===== src/rtl/ddr_link_pkg.sv =====
package ddr_link_pkg;
  // slices per wide word; pin_w bits leave on each clock phase
  function automatic int unsigned slices_per_word(int unsigned in_w, int unsigned pin_w);
    return in_w / (2 * pin_w);
  endfunction
endpackage


===== src/rtl/width_narrow_fifo.sv =====
module width_narrow_fifo #(
  parameter int unsigned IN_W  = 32,
  parameter int unsigned NW    = 8,
  parameter int unsigned DEPTH = 4
) (
  input  logic            clk_i,
  input  logic            rst_ni,
  input  logic            wr_valid_i,
  output logic            wr_ready_o,
  input  logic [IN_W-1:0] wr_data_i,
  input  logic            rd_en_i,
  output logic [NW-1:0]   rd_data_o,
  output logic            empty_o
);
  localparam int unsigned RATIO = IN_W / NW;
  localparam int unsigned SW    = $clog2(RATIO);
  localparam int unsigned AW    = $clog2(DEPTH);
  localparam int unsigned PW    = AW + SW + 1;

  logic [IN_W-1:0] mem [DEPTH];
  logic [AW:0]     wr_ptr;
  logic [PW-1:0]   rd_ptr;
  logic [AW:0]     rd_word;
  logic [SW-1:0]   rd_slice;
  logic            full, wr_fire, rd_fire, last_slice;

  assign rd_word    = rd_ptr[PW-1:SW];
  assign rd_slice   = rd_ptr[SW-1:0];
  assign empty_o    = (wr_ptr == rd_word);
  assign full       = (wr_ptr == {~rd_word[AW], rd_word[AW-1:0]});
  assign wr_ready_o = !full;
  assign wr_fire    = wr_valid_i && !full;
  assign rd_fire    = rd_en_i && !empty_o;
  assign last_slice = (rd_slice == SW'(RATIO - 1));
  assign rd_data_o  = mem[rd_word[AW-1:0]][rd_slice*NW +: NW];

  always_ff @(posedge clk_i) begin
    if (wr_fire) mem[wr_ptr[AW-1:0]] <= wr_data_i;
  end

  always_ff @(posedge clk_i or negedge rst_ni) begin
    if (!rst_ni) begin
      wr_ptr <= '0;
      rd_ptr <= '0;
    end else begin
      if (wr_fire) wr_ptr <= wr_ptr + 1'b1;
      if (rd_fire) rd_ptr <= rd_ptr + 1'b1;
    end
  end


  no_overflow_chk: assert property (@(posedge clk_i) disable iff (!rst_ni)
    (wr_valid_i && !wr_ready_o) |=> (wr_ptr == $past(wr_ptr)));


  slice_step_chk: assert property (@(posedge clk_i) disable iff (!rst_ni)
    (rd_en_i && !empty_o) |=> (rd_ptr == PW'($past(rd_ptr) + 1'b1)));


  full_hold_chk: assert property (@(posedge clk_i) disable iff (!rst_ni)
    (full && !(rd_fire && last_slice)) |=> !wr_ready_o);
endmodule


===== src/rtl/ddr_out_cell.sv =====
module ddr_out_cell (
  input  logic clk_i,
  input  logic rst_ni,
  input  logic rise_d_i,
  input  logic fall_d_i,
  output logic rise_q_o,
  output logic fall_q_o,
  output logic pin_o
);
  always_ff @(posedge clk_i or negedge rst_ni) begin
    if (!rst_ni) begin
      rise_q_o <= 1'b0;
      fall_q_o <= 1'b0;
    end else begin
      rise_q_o <= rise_d_i;
      fall_q_o <= fall_d_i;
    end
  end

  // high phase carries the rise bit, low phase the fall bit
  assign pin_o = clk_i ? rise_q_o : fall_q_o;
endmodule


===== src/rtl/ddr_link_tx.sv =====
module ddr_link_tx
  import ddr_link_pkg::*;
#(
  parameter int unsigned IN_W  = 32,
  parameter int unsigned PIN_W = 4,
  parameter int unsigned DEPTH = 4
) (
  input  logic             clk_i,
  input  logic             rst_ni,
  input  logic             link_en_i,
  input  logic             wr_valid_i,
  output logic             wr_ready_o,
  input  logic [IN_W-1:0]  wr_data_i,
  output logic             tx_clk_o,
  output logic             tx_valid_o,
  output logic [PIN_W-1:0] tx_data_o
);
  localparam int unsigned NW    = 2 * PIN_W;
  localparam int unsigned RATIO = slices_per_word(IN_W, PIN_W);

  logic [NW-1:0]    rd_slice;
  logic             fifo_empty, pop;
  logic [PIN_W-1:0] rise_d, fall_d, rise_bus, fall_bus;
  logic             valid_rq, valid_fq, clk_rq, clk_fq;

  assign pop = link_en_i && !fifo_empty;

  width_narrow_fifo #(.IN_W(IN_W), .NW(IN_W / RATIO), .DEPTH(DEPTH)) u_fifo (
    .clk_i      (clk_i),
    .rst_ni     (rst_ni),
    .wr_valid_i (wr_valid_i),
    .wr_ready_o (wr_ready_o),
    .wr_data_i  (wr_data_i),
    .rd_en_i    (link_en_i),
    .rd_data_o  (rd_slice),
    .empty_o    (fifo_empty)
  );

  assign rise_d = pop ? rd_slice[PIN_W-1:0]  : '0;
  assign fall_d = pop ? rd_slice[NW-1:PIN_W] : '0;

  for (genvar b = 0; b < PIN_W; b++) begin : g_bit
    ddr_out_cell u_cell (
      .clk_i    (clk_i),
      .rst_ni   (rst_ni),
      .rise_d_i (rise_d[b]),
      .fall_d_i (fall_d[b]),
      .rise_q_o (rise_bus[b]),
      .fall_q_o (fall_bus[b]),
      .pin_o    (tx_data_o[b])
    );
  end

  ddr_out_cell u_valid (
    .clk_i    (clk_i),
    .rst_ni   (rst_ni),
    .rise_d_i (pop),
    .fall_d_i (pop),
    .rise_q_o (valid_rq),
    .fall_q_o (valid_fq),
    .pin_o    (tx_valid_o)
  );

  // forwarded clock: same cell, high in rise phase only while enabled
  ddr_out_cell u_fwd_clk (
    .clk_i    (clk_i),
    .rst_ni   (rst_ni),
    .rise_d_i (link_en_i),
    .fall_d_i (1'b0),
    .rise_q_o (clk_rq),
    .fall_q_o (clk_fq),
    .pin_o    (tx_clk_o)
  );


  idle_zero_chk: assert property (@(posedge clk_i) disable iff (!rst_ni)
    !valid_rq |-> (rise_bus == '0 && fall_bus == '0 && !valid_fq));


  empty_quiet_chk: assert property (@(posedge clk_i) disable iff (!rst_ni)
    (fifo_empty || !link_en_i) |=> !valid_rq);


  fwd_off_chk: assert property (@(posedge clk_i) disable iff (!rst_ni)
    !link_en_i |=> (!clk_rq && !clk_fq));
endmodule


===== config.mk =====
export PLATFORM = sky130hd
export DESIGN_NAME = ddr_link_tx
export DESIGN_NICKNAME = d
export VERILOG_FILES = /design/src/rtl/ddr_link_pkg.sv /design/src/rtl/width_narrow_fifo.sv /design/src/rtl/ddr_out_cell.sv /design/src/rtl/ddr_link_tx.sv
export SDC_FILE = /design/constraint.sdc
export NUM_CORES = 1
export LEC_CHECK = 0
export BUFFER_PORTS_ARGS = -buffer_cell sky130_fd_sc_hd__buf_2
export CAP_MARGIN = 20
export CORE_MARGIN = 3
export CORE_UTILIZATION = 53
export DETAILED_ROUTE_END_ITERATION = 16
export PLACE_DENSITY = 0.73
export SLEW_MARGIN = 0
export SYNTH_ARGS = -nofsm -noshare
export SYNTH_HDL_FRONTEND = slang
export SYNTH_SLANG_ARGS = --single-unit

===== constraint.sdc =====
create_clock -name clk_i -period 2.18 [get_ports clk_i]
set_input_delay 0.218 -clock clk_i [delete_from_list [all_inputs] [get_ports clk_i]]
set_output_delay 0.218 -clock clk_i [all_outputs]
set_load 0.02 [all_outputs]

# ---- After elaboration in Yosys (flattened, before gate mapping)
# Memories as Yosys holds them, arrays and structs flattened.
# Index checks and enable logic that the tools add are counted.
dict set report totals {
  ff_bits 18
  mem_bits_rw 128
  input_bits 36
  out_inout_bits 7
  wordCells 32
  n_memories 1
}
# name depth word_bits rd rd_ports_with_merged_regs wr line_no
set memory_table {}
lappend memory_table {u_fifo.mem 4 32 1 0 1 width_narrow_fifo.sv:20} ;# logic [IN_W-1:0] mem [DEPTH];
dict set report classes {
  add_sub_neg 2
  eq_ne 2
  shift 1
  muxes 9
  n_bitwise 1
  reduce_logical 4
}
# operator n
set op_table {}
lappend op_table {{variable part select 32 x 6 -> 8 bit} 1}
lappend op_table {{two-way mux 4 bit} 2}
lappend op_table {{two-way mux 1 bit} 7}
lappend op_table {{== test 3 bit} 2}
lappend op_table {{adder 5 x 1 -> 5 bit (second input constant)} 1}
lappend op_table {{adder 3 x 1 -> 3 bit (second input constant)} 1}
lappend op_table {{logical AND 1 bit} 2}
lappend op_table {{zero test 1 bit} 2}
lappend op_table {{NOT 1 bit} 1}

# ---- Longest topological paths before layout
dict set report depth {
  word_depth 6
  ltp_mapped 5
  ltp_nobuf 3
}

# ---- Hierarchy
# From an unflattened synthesis, not the netlist that was laid out.
dict set report hier_totals {
  cells_unflattened 271
  hier_area_um2 5843.1
}
# module n_inst cells_per_inst area_per_inst_um2 seq_area_each_um2
set by_module_without_submodules {}
lappend by_module_without_submodules {width_narrow_fifo 1 243 5372.7 4043.9}
lappend by_module_without_submodules {ddr_out_cell 6 3 65.1 50.0}
lappend by_module_without_submodules {ddr_link_tx 1 10 80.1 0.0}

==> results.sh <==
export IMPL_critPathLaunchType="register"
export IMPL_peakVddDrop_mv=0.964
export IMPL_gr_total_overflow=0
export IMPL_tightest_slew_ns=0.449
export IMPL_hold_viol_final=0
export IMPL_synth_top_area_share=0.667
export IMPL_p_per_area_mw_per_mm2=1450
export IMPL_fmax_ghz=0.481
export IMPL_crit_chain="xor2_4, buf_6, or3_4, buf_6"
export IMPL_drtIter0Drc=164
export IMPL_r2r_setup_slack_ns=0.27
export IMPL_timing_setup_critical_path_class="register to output pin"
export IMPL_cp_top_family="flip-flops"
export IMPL_synth_area_leaders="edfxtp_1, mux4_2, dfrtp_1"
export IMPL_finalCritPeriodShare=0.954
export IMPL_syn2layout_area_growth_pct=25.8
export IMPL_synthCells=259
export IMPL_diodes=0
export IMPL_cp_depth=4
export IMPL_grt_max_degree=37
export IMPL_pin_count=43
export IMPL_rr_worst_depth=5
export IMPL_dpl_hpwl_um=5810
export IMPL_setup_ws_ns=0.100
export IMPL_insertion_delay_ns=0.63
export IMPL_synthFlopType="edfxtp_1"
export IMPL_nNetsFinal=401
export IMPL_place_congestion=0.764
export IMPL_p_total_mw=10.5
export IMPL_slew_headroom=0.696
export IMPL_end_kind="output pin"
export IMPL_syn_area_per_cell_sq_um=22.2
export IMPL_critPathMaxStageDelay_ns=0.45
export IMPL_finalMaxSlewViolations=0
export IMPL_layout_drive_gt1_share=0.390
export IMPL_setup_tns_ns=0
export IMPL_post_synth_top_area_cell="edfxtp_1"
export IMPL_ys_ff_latch=146
export IMPL_yosysSeqAreaShare=0.746
export IMPL_rows=37
export IMPL_wl_per_cell_um=19.9
export IMPL_track_usage=0.196
export IMPL_num_vias=2834
export IMPL_dieWidth_um=110
export IMPL_maxCapViolations=0
export IMPL_setup_violations=0
export IMPL_worst_path_max_delay_cell="dfrtp_2"
export IMPL_fillers=669
export IMPL_cts_tree="built"
export IMPL_yosysUniqueCellTypes=31
export IMPL_start_util=0.550
export IMPL_dr_pass1_iters=6
export IMPL_power_leakage_nw=2.62
export IMPL_hp_class="primary input to asynchronous set/reset pin"
export IMPL_crit_start="u_fifo.rd_ptr[3]"
export IMPL_synth_edf_count=128
export IMPL_status="complete, no violations"
export IMPL_antenna_found_initial=0
export IMPL_synth_nets=300
export IMPL_rsz0062_at_grt="no"
export IMPL_required_ns=1.96
export IMPL_core_area_sq_mm=0.0105
export IMPL_cpMostUsedCell="buf_6"
export IMPL_worstPathBufferInverterCount=2
export IMPL_fp_dieArea_sq_mm=0.0122
export IMPL_min_period_ns=2.08
export IMPL_fin_skew_ns=0.00739
export IMPL_portBuffers=42
export IMPL_first_global_vias=3226
export IMPL_timing_rr_end="u_fifo.mem[2][29]"
export IMPL_dp_slack_ns=0.161
export IMPL_via_per_inst=5.56
export IMPL_grt_first_pass_wirelength_um=16500
export IMPL_crit_fanout=2
export IMPL_rr_startpoint="u_fifo.rd_ptr[2]"
export IMPL_ant_nets=0
export IMPL_yosysWarnings=0
export IMPL_clk_pin_slew_worst_paths_ns=0.06
export IMPL_ys_async_sr_fraction=0.123
export IMPL_drcViolationCount=0
export IMPL_chipHeight_um=110
export IMPL_cp_arrival_ns=1.86
export IMPL_drt_wl_total_um=10100
export IMPL_netlist_area_sq_mm=0.00576
==> layout by cell type, fill, tap and decap left out, drive strengths merged, types with 5 or more instances in the layout <==
| master | Yosys | routed |
|---|---|---|
| buf | 10 | 58 |
| bufinv | 0 | 5 |
| clkbuf | 4 | 24 |
| dfrtp | 18 | 18 |
| dlygate4sd3 | 0 | 34 |
| edfxtp | 128 | 128 |
| ha | 5 | 5 |
| inv | 5 | 6 |
| mux2 | 6 | 6 |
| mux2i | 16 | 16 |
| mux4 | 32 | 32 |
| o22ai | 8 | 8 |
| xnor2 | 5 | 5 |
==> cells in the mapped netlist, types with 4 or more instances <==
master    count
edfxtp_1    128
mux4_2       32
dfrtp_1      18
mux2i_1      16
o22ai_1       8
buf_4         6
ha_1          5
inv_1         5
xnor2_1       5
and2_1        4
clkbuf_1      4
mux2_2        4
==> state kept, by name, indices dropped and copies added (netlist names) <==
name / flops
u_fwd_clk.rise_q_o: 1
u_fifo.mem: 128
g_bit.u_cell.fall_q_o: 4
u_valid.rise_q_o: 1
u_fifo.rd_ptr: 5
g_bit.u_cell.rise_q_o: 4
u_fifo.wr_ptr: 3
==> worst max path at each step <==
stage                                   end  slack, ns
after floorplan            u_fifo.mem[0][0]       0.29
after global placement    u_fifo.mem[0][29]       0.21
after detailed placement  u_fifo.mem[0][20]       0.16
after CTS                 u_fifo.mem[0][29]       0.09
after global routing             wr_ready_o       0.06
final                            wr_ready_o       0.10
==> metal layers <==
metal  vias to the layer above  global-route usage  share of wire
met5                         -                   0              0
met4                         0              0.0976          0.023
met3                        24              0.0745          0.064
met2                        86               0.308           0.51
met1                      1450               0.240           0.40
li1                       1274                   -              -
==> repair_timing <==
item | in CTS | in global routing
endpoints found under the hold margin | 149 | 0
hold buffers | 34 | 0
resized for setup | 7 | 2
setup buffers | 4 | 0
endpoints found under the setup margin | 1 | 54
==> area by class of cell <==
type                    count  area (sq um)  share of cell area
well taps                 136           170              0.0235
clock inverters            13           209              0.0288
flip-flops and latches    146          4300               0.593
inverters                   5          18.8             0.00259
clock buffers              29           505              0.0698
repair buffers             87           681              0.0939
multi-input cells          94          1360               0.188
==> where the power goes <==
group	internal (mW)	total [mW]	leakage, nW	switching [mW]
combinational	1.44	2.96	0.853	1.51
clock	2.25	3.52	0.375	1.27
sequential	3.81	4.06	1.39	0.249
==> stage by stage <==
step	util	hold WS (ns)	cell area (sq um)	std cells
CTS	0.692	0.0337	7240	510
finish	0.693	0.0453	7250	510
floorplan	-	-0.0776	5760	259
detailed placement	0.590	0.168	6170	436
global route	0.693	0.0839	7250	510
global placement	0.590	0.170	6170	436
==> logic make-up after synthesis <==
logic type                 Yosys count  share of synthesized area
AOI/OAI and AO/OA                   17                     0.0265
xor gates and xnor gates             9                     0.0215
adders and majority gates            5                     0.0109
buffers and inverters               19                     0.0193
DFF                                146                      0.746
muxes                               54                      0.165
and+or+nand+nor                      9                     0.0109
No activity file was read; power rests on OpenSTA's default activity.
